File: config.mk
export PLATFORM = sky130hd
export DESIGN_NAME = tmr_irq_agg
export DESIGN_NICKNAME = d
export VERILOG_FILES = /design/src/rtl/tmr_irq_pkg.sv /design/src/rtl/tmr_irq_rst_sync.sv /design/src/rtl/tmr_irq_reg_dec.sv /design/src/rtl/tmr_irq_flag_bank.sv /design/src/rtl/tmr_irq_mask_bank.sv /design/src/rtl/tmr_irq_router.sv /design/src/rtl/tmr_irq_agg.sv
export SDC_FILE = /design/constraint.sdc
export NUM_CORES = 1
export LEC_CHECK = 0
export BUFFER_PORTS_ARGS = -buffer_cell sky130_fd_sc_hd__clkbuf_2
export CORE_AREA = 3 3 62 64
export DETAILED_ROUTE_END_ITERATION = 7
export DIE_AREA = 0 0 65 67
export PLACE_DENSITY = 0.74
export SKIP_LAST_GASP = 1
export SLEW_MARGIN = 20
export SYNTH_ARGS = -nofsm -noshare
export SYNTH_HDL_FRONTEND = slang
export SYNTH_HIERARCHICAL = 1
export SYNTH_SLANG_ARGS = --single-unit
export TNS_END_PERCENT = 50
File: constraint.sdc
create_clock -name clk -period 0.96 [get_ports clk]
set_input_delay 0.048 -clock clk [delete_from_list [all_inputs] [get_ports clk]]
set_output_delay 0.048 -clock clk [all_outputs]
set_load 0.1 [all_outputs]
File: src/rtl/tmr_irq_pkg.sv
package tmr_irq_pkg;

  localparam int AW = 4;

  typedef enum logic [AW-1:0] {
    REG_FLAG_RD = 4'd0,
    REG_MASK_RD = 4'd1,
    REG_MSET    = 4'd2,
    REG_MCLR    = 4'd3,
    REG_FCLR    = 4'd4
  } reg_addr_e;

  // Parent line that channel ch drives under the given routing mode.
  function automatic int route_of(input int mode, input int ch);
    if (mode == 0) begin
      return (ch < 2) ? ch : 2;
    end
    return (ch == 5) ? 1 : 0;
  endfunction

  // Channel select vector of one parent line.
  function automatic logic [31:0] line_sel(input int mode, input int line, input int nch);
    logic [31:0] v;
    v = '0;
    for (int c = 0; c < nch; c++) begin
      if (route_of(mode, c) == line) v[c] = 1'b1;
    end
    return v;
  endfunction

endpackage

File: src/rtl/tmr_irq_rst_sync.sv
module tmr_irq_rst_sync #(
  parameter int STAGES = 2
) (
  input  logic clk,
  input  logic rst_n,
  output logic rst_sync_n
);

  logic [STAGES-1:0] sh_q;

  always_ff @(posedge clk or negedge rst_n) begin
    if (!rst_n) sh_q <= '0;
    else        sh_q <= {sh_q[STAGES-2:0], 1'b1};
  end

  assign rst_sync_n = sh_q[STAGES-1];

endmodule

File: src/rtl/tmr_irq_reg_dec.sv
module tmr_irq_reg_dec
  import tmr_irq_pkg::*;
#(
  parameter int NUM_CH = 8,
  parameter int DATA_W = 32
) (
  input  logic              wr_en,
  input  logic [AW-1:0]     addr,
  input  logic [DATA_W-1:0] wdata,
  input  logic [NUM_CH-1:0] flag,
  input  logic [NUM_CH-1:0] mask,
  output logic [NUM_CH-1:0] mset,
  output logic [NUM_CH-1:0] mclr,
  output logic [NUM_CH-1:0] fclr,
  output logic [DATA_W-1:0] rdata
);

  localparam int PAD_W = DATA_W - NUM_CH;

  logic [NUM_CH-1:0] wbits;
  logic              unused_hi;

  assign wbits     = wdata[NUM_CH-1:0];
  assign unused_hi = ^wdata[DATA_W-1:NUM_CH];

  // Strobe decode: only the three write-only addresses have an effect.
  always_comb begin
    mset = '0;
    mclr = '0;
    fclr = '0;
    if (wr_en) begin
      case (addr)
        REG_MSET: mset = wbits;
        REG_MCLR: mclr = wbits;
        REG_FCLR: fclr = wbits;
        default: ;
      endcase
    end
  end

  // Read mux.
  always_comb begin
    case (addr)
      REG_FLAG_RD: rdata = {{PAD_W{1'b0}}, flag};
      REG_MASK_RD: rdata = {{PAD_W{1'b0}}, mask};
      default:     rdata = '0;
    endcase
  end

endmodule

File: src/rtl/tmr_irq_flag_bank.sv
module tmr_irq_flag_bank #(
  parameter int NUM_CH = 8
) (
  input  logic              clk,
  input  logic              rst_n,
  input  logic [NUM_CH-1:0] evt,
  input  logic [NUM_CH-1:0] clr,
  output logic [NUM_CH-1:0] flag_q
);

  logic [NUM_CH-1:0] flag_nxt;
  logic              flag_en;

  // Set after clear: an event in the clearing cycle survives.
  always_comb begin
    flag_en  = (|evt) | (|clr);
    flag_nxt = (flag_q & ~clr) | evt;
  end

  always_ff @(posedge clk or negedge rst_n) begin
    if (!rst_n)       flag_q <= '0;
    else if (flag_en) flag_q <= flag_nxt;
  end

endmodule

File: src/rtl/tmr_irq_mask_bank.sv
module tmr_irq_mask_bank #(
  parameter int NUM_CH = 8
) (
  input  logic              clk,
  input  logic              rst_n,
  input  logic [NUM_CH-1:0] set,
  input  logic [NUM_CH-1:0] clr,
  output logic [NUM_CH-1:0] mask_q
);

  logic [NUM_CH-1:0] mask_nxt;
  logic              mask_en;

  always_comb begin
    mask_en  = (|set) | (|clr);
    mask_nxt = (mask_q | set) & ~clr;
  end

  always_ff @(posedge clk or negedge rst_n) begin
    if (!rst_n)       mask_q <= '1;
    else if (mask_en) mask_q <= mask_nxt;
  end

endmodule

File: src/rtl/tmr_irq_router.sv
module tmr_irq_router
  import tmr_irq_pkg::*;
#(
  parameter int NUM_CH     = 8,
  parameter int NUM_LINES  = 3,
  parameter int ROUTE_MODE = 0
) (
  input  logic [NUM_CH-1:0]    flag,
  input  logic [NUM_CH-1:0]    mask,
  output logic [NUM_LINES-1:0] irq
);

  logic [NUM_CH-1:0] pend;

  assign pend = flag & ~mask;

  for (genvar l = 0; l < NUM_LINES; l++) begin : g_line
    localparam logic [31:0]       SEL_FULL = line_sel(ROUTE_MODE, l, NUM_CH);
    localparam logic [NUM_CH-1:0] SEL      = SEL_FULL[NUM_CH-1:0];
    assign irq[l] = |(pend & SEL);
  end

endmodule

File: src/rtl/tmr_irq_agg.sv
module tmr_irq_agg
  import tmr_irq_pkg::*;
#(
  parameter int NUM_CH     = 8,
  parameter int DATA_W     = 32,
  parameter int NUM_LINES  = 3,
  parameter int ROUTE_MODE = 0
) (
  input  logic                 clk,
  input  logic                 rst_n,
  input  logic [NUM_CH-1:0]    evt_pulse,
  input  logic                 wr_en,
  input  logic [AW-1:0]        addr,
  input  logic [DATA_W-1:0]    wdata,
  output logic [DATA_W-1:0]    rdata,
  output logic [NUM_LINES-1:0] irq_line
);

  logic              rst_sync_n;
  logic [NUM_CH-1:0] flag_q;
  logic [NUM_CH-1:0] mask_q;
  logic [NUM_CH-1:0] mset_s;
  logic [NUM_CH-1:0] mclr_s;
  logic [NUM_CH-1:0] fclr_s;

  tmr_irq_rst_sync #(.STAGES(2)) u_rst (
    .clk        (clk),
    .rst_n      (rst_n),
    .rst_sync_n (rst_sync_n)
  );

  tmr_irq_reg_dec #(.NUM_CH(NUM_CH), .DATA_W(DATA_W)) u_dec (
    .wr_en (wr_en),
    .addr  (addr),
    .wdata (wdata),
    .flag  (flag_q),
    .mask  (mask_q),
    .mset  (mset_s),
    .mclr  (mclr_s),
    .fclr  (fclr_s),
    .rdata (rdata)
  );

  tmr_irq_flag_bank #(.NUM_CH(NUM_CH)) u_flag (
    .clk    (clk),
    .rst_n  (rst_sync_n),
    .evt    (evt_pulse),
    .clr    (fclr_s),
    .flag_q (flag_q)
  );

  tmr_irq_mask_bank #(.NUM_CH(NUM_CH)) u_mask (
    .clk    (clk),
    .rst_n  (rst_sync_n),
    .set    (mset_s),
    .clr    (mclr_s),
    .mask_q (mask_q)
  );

  tmr_irq_router #(
    .NUM_CH(NUM_CH), .NUM_LINES(NUM_LINES), .ROUTE_MODE(ROUTE_MODE)
  ) u_route (
    .flag (flag_q),
    .mask (mask_q),
    .irq  (irq_line)
  );

endmodule

# Word-level counts from Yosys, hierarchy flattened
# Index checks and enable logic that the tools add are counted.
[classes]
bitwise = 10
n_eq_ne = 4
mux = 7
n_reduce_logical = 6
[op_table]
columns = ["op", "count"]
rows = [
  ["$mux 8", 6],
  ["$reduce_or 8->1", 4],
  ["$and 8x8->8", 3],
  ["$not 8->8", 3],
  ["$or 8x8->8", 2],
  ["$pmux 8 s2", 1],
  ["$eq 4x2->1 const B", 2],
  ["$reduce_or 6->1", 1],
  ["$eq 4x1->1 const B", 1],
  ["$eq 4x3->1 const B", 1],
  ["$logic_not 4->1", 1],
  ["$or 1x1->1", 2],
]
[totals]
word_cells = 30
output_inout_bits = 35
in_bits = 47
register_bits = 18

# Depth between registers and ports, before layout
[logic_depth]
word_depth = 6
mapped_depth = 6

# Modules after synthesis
# Netlist, hierarchy kept.
[by_module_without_submodules]
columns = ["module", "instances", "area_each_um2", "cells_each", "seq_area_each_um2"]
rows = [
  ["tmr_irq_reg_dec", 1, 529.3, 87, 0.0],
  ["tmr_irq_flag_bank", 1, 290.3, 24, 200.2],
  ["tmr_irq_mask_bank", 1, 290.3, 16, 210.2],
  ["tmr_irq_router", 1, 60.1, 12, 0.0],
  ["tmr_irq_rst_sync", 1, 53.8, 3, 50.0],
]

# Worst setup path after synthesis
# Ideal clock, no wire load.
[synth_path]
kind = "input to output"
from = "input port addr[3]"
to = "output port rdata[0]"
cell_stages = 3
slack_ns = -0.944
n_path_buf = 1
t_arrival_ns = 1.856
path_cell_list = "or3_1 -> clkbuf_1 -> nor2_1"
[synth_between]
elab_chain_len = 2
word_cells_on_any_way = 3
[synth_rtl]
columns = ["element", "line", "rtl"]
rows = [
  ["start: declaration", "tmr_irq_agg.sv:13", "input logic [AW-1:0] addr,"],
  ["$eq 4x1->1 / $logic_not 4->1 (equally long branches)", "tmr_irq_reg_dec.sv:43", "case (addr)"],
  ["$pmux 8 s2 (*)", "tmr_irq_reg_dec.sv:43", ""],
  ["end: declaration", "tmr_irq_agg.sv:15", "output logic [DATA_W-1:0] rdata,"],
]
# Every way passes the cells marked *; elsewhere a longest branch is shown, timed or not.

# Worst setup path in the final report
[layout_path]
from = "register u_mask.mask_q[3]"
to = "output port irq_line[2]"
[layout_between]
elab_chain_len = 3
[layout_rtl]
columns = ["element", "line", "rtl"]
rows = [
  ["start: declaration", "tmr_irq_mask_bank.sv:8", "output logic [NUM_CH-1:0] mask_q"],
  ["start signal: assignment", "tmr_irq_mask_bank.sv:21", "else if (mask_en) mask_q <= mask_nxt;"],
  ["$not 8->8", "tmr_irq_router.sv:15", "assign pend = flag & ~mask;"],
  ["$and 8x8->8", "tmr_irq_router.sv:15", ""],
  ["$reduce_or 6->1", "tmr_irq_router.sv:20", "assign irq[l] = |(pend & SEL);"],
  ["end: declaration", "tmr_irq_agg.sv:16", "output logic [NUM_LINES-1:0] irq_line"],
]
# No other way between the ends.

==> impl_metrics.yaml <==
outcome:
  status: "finished with violations"
  violations: "setup timing"
final_layout:
  fin_area_sq_um: 1978
  regArea_sq_um: 460.4
  nNetsFinal: 255
  multi_input_comb_area_sq_um: 740.7
  syn_to_final_growth_pct: 61.66
  num_antenna_cells: 0
  drive_above_1_share_pct: 44.93
  fill_cells: 305
  stdcell_count: 253
synth:
  netlist_instances: 142
  ys_types: 25
  ys_seq_area_share_pct: 37.63
  yosys_register_bits: 18
  synth_warnings: 6
  syn_area_sq_um: 1224
  syn_avg_cell_area_sq_um: 8.617
cts:
  cts_buffers: 3
  clkLatencyLatePin_ps: 290
  h-tree-depth: 1
  clkSinkCount: 18
  cts_tree: "done"
  cts_root_buffer: "clkbuf_4"
  clk_path_buf_depth: 2
  path_clk_slew_ps: 110
floorplanning:
  rows: 21
  dieArea_sq_um: 4355
  die_h_um: 67
  start_util_pct: 36.67
  ios: 82
  fp.dieW_um: 65
  coreArea_sq_um: 3337
placement:
  routabilityCongestion: 0.7886
  placed_area_sq_um: 1767
  hpwl_um: 2144
  port_buffers: 33
  dp.cells: 238
global_route:
  grt_usage_pct: 14.21
  grt_overflow: 0
  antenna_found_initial: 0
  grt_max_degree: 17
  grt_pass1_vias: 1025
  grt_pass1_wl_um: 4657
critical_path:
  critPathKind: "flip-flop to primary output"
  r2r-end: "u_mask/mask_q[3]"
  required_ps: 910
  crit_chain: "o22ai_2 -> or3_4 -> buf_12"
  rr_worst_depth: 3
  slowest_stage: "dfstp_2"
  reg2reg_setup_slack_ps: 30
  r2r-start: "u_mask/mask_q[3]"
  slowest_delay_ps: 570
  crit_path_start_kind: "flip-flop"
  end_kind: "primary output"
  worst_ep_arrival_time_ps: 1490
  cp_max_fo: 2
pwr:
  p_switching_mw: 1.286
  vdd_drop_max_mv: 0.7425
  clkPwrFrac_pct: 16.0
  p_seq_share_pct: 32.7
  power_frac_comb_pct: 51.3
  leakage_nw: 0.9221
  swShare_pct: 43.35
  intPower_mw: 1.680
  powerDensity_nw_per_um2: 1500
timing:
  fin_crit_sh_pct: 160.7
  fin_worst_skew_ps: 0.8133
  setup_violations: 17
  rsz0062_at_grt: "true"
  finalCriticalPeriod_ps: 1543
  drv_slew: 0
  fmax_mhz: 648.2
  worst_slack_ps: -582.8
  hold_violations: 0
job:
  cap_violations: 0
route:
  firstDrtPassIters: 4
  num_vias: 1061
  wl_um: 2820
  routedWlPerCell_um: 11.15
  drcViolationCount: 0
  drtIter0Drc: 7
  final_antenna_net_count: 0
  viasPerCell: 4.194
min_path:
  hp-class: "primary input to asynchronous set/reset pin"
worst max-delay path by stage:
stage | startpoint | to | slack, ps | cells after the start
after floorplan | u_mask/mask_q[0] | rdata[0] | -250 | 2
after global placement | addr[3] | u_flag/flag_q[0] | -320 | 5
after detailed placement | addr[3] | u_flag/flag_q[0] | -360 | 5
after CTS | u_mask/mask_q[4] | irq_line[2] | -590 | 3
after global routing | u_mask/mask_q[3] | irq_line[2] | -620 | 3
final | u_mask/mask_q[3] | irq_line[2] | -580 | 3
final cells by class:
cell class	instances	area share, %
Tap cell	46	2.910
Timing Repair Buffer	68	31.88
Multi-Input combinational cell	103	37.44
Sequential cell	18	23.28
Inverter	14	2.657
Clock buffer	4	1.834
routing by layer:
layer	part of all wire [%]	GRT usage, %	up-vias	wire, um
met5	0	0	-	0
met4	1.3	6.596	0	37
met3	5.0	1.855	4	140
met2	53	24.65	27	1498
met1	41	17.39	488	1144
li1	-	-	542	-
power by group through the flow:
stage	Clock [mW]	Sequential [mW]	Combinational, mW
after floorplan	0	0.998	1.03
after global routing	0.522	0.980	1.60
final	0.475	0.969	1.52
after CTS	0.497	0.959	1.52
after detailed placement	0	0.960	1.38
after global placement	0	0.957	1.38
per-stage QoR:
| stage | total power, mW | utilization (%) | setup TNS [ps] | hold slack [ps] | setup slack, ps |
|---|---|---|---|---|---|
| after floorplan | 2.026 | - | -3441 | -247.6 | -246.2 |
| final | 2.966 | 59.28 | -4298 | 51.99 | -582.8 |
| after CTS | 2.973 | 59.06 | -4383 | 47.20 | -586.6 |
| after global routing | 3.100 | 59.28 | -5237 | 51.42 | -621.7 |
| after detailed placement | 2.340 | 52.94 | -5441 | -164.3 | -361.8 |
| after global placement | 2.332 | 52.94 | -5409 | -164.9 | -321.4 |
flip-flops by register name (all words and copies together) (netlist names):
register / count
u_flag/flag_q: 8
u_mask/mask_q: 8
u_rst/sh_q: 2
worst max-delay path: cells and delay by family (launching register included):
kind	cells	cell delay, ps
AOI/OAI and AO/OA	1	70
buffers and inverters	1	170
DFF	1	570
and+or+nand+nor	1	390
repair_timing:
item,4_1_cts,5_1_grt
endpoints found under the setup margin,14,19
setup buffers,2,0
pin swaps,7,2
hold buffers,9,0
gates resized for setup,10,2
hold endpoints to repair,10,0
layout by cell type (no fill, tap or decap), types with 2 or more instances in the layout:
| master | instances |
|---|---|
| a21o_1 | 8 |
| o21ba_1 | 8 |
| clkbuf_2 | 22 |
| conb_1 | 25 |
| dfrtp_1 | 10 |
| clkbuf_4 | 3 |
| buf_4 | 22 |
| nor2_4 | 8 |
| nor3_1 | 2 |
| mux2i_4 | 4 |
| dfstp_2 | 8 |
| nor2_1 | 19 |
| buf_6 | 4 |
| buf_12 | 11 |
| nor2b_4 | 2 |
| dlygate4sd3_1 | 9 |
| mux2i_2 | 4 |
| or4b_1 | 2 |
| nand2_1 | 8 |
| inv_1 | 14 |
| o22ai_2 | 2 |
| nor4b_1 | 2 |
cells in the mapped netlist, drive strengths merged:
| cell type | instances | area (sq um) |
|---|---|---|
| nor2 | 27 | 101.4 |
| mux2i | 8 | 80.08 |
| nor2b | 2 | 12.51 |
| nand4bb | 1 | 11.26 |
| or4b | 2 | 20.02 |
| nand3b | 1 | 7.510 |
| nand2 | 8 | 30.03 |
| a21o | 8 | 60.06 |
| dfstp | 8 | 210.2 |
| o21ba | 8 | 80.08 |
| dfrtp | 10 | 250.2 |
| or3b | 1 | 8.760 |
| nor4b | 2 | 17.52 |
| nor4 | 1 | 6.260 |
| nand3 | 1 | 5.000 |
| o22ai | 3 | 18.77 |
| nor3 | 2 | 10.01 |
| or3 | 2 | 12.51 |
| buf | 28 | 206.4 |
| clkbuf | 2 | 7.510 |
| inv | 14 | 52.55 |
| or2b | 1 | 7.510 |
| conb | 2 | 7.510 |
cells by family after synthesis:
kind of cell / count (synthesis) / synth area share [%]
compound gates: 19 / 12.99
buf+inv: 44 / 21.78
flops: 18 / 37.63
mux: 8 / 6.544
other cells: 2 / 0.6137
simple gates: 51 / 20.45
Power figures use the tool's default switching activity.
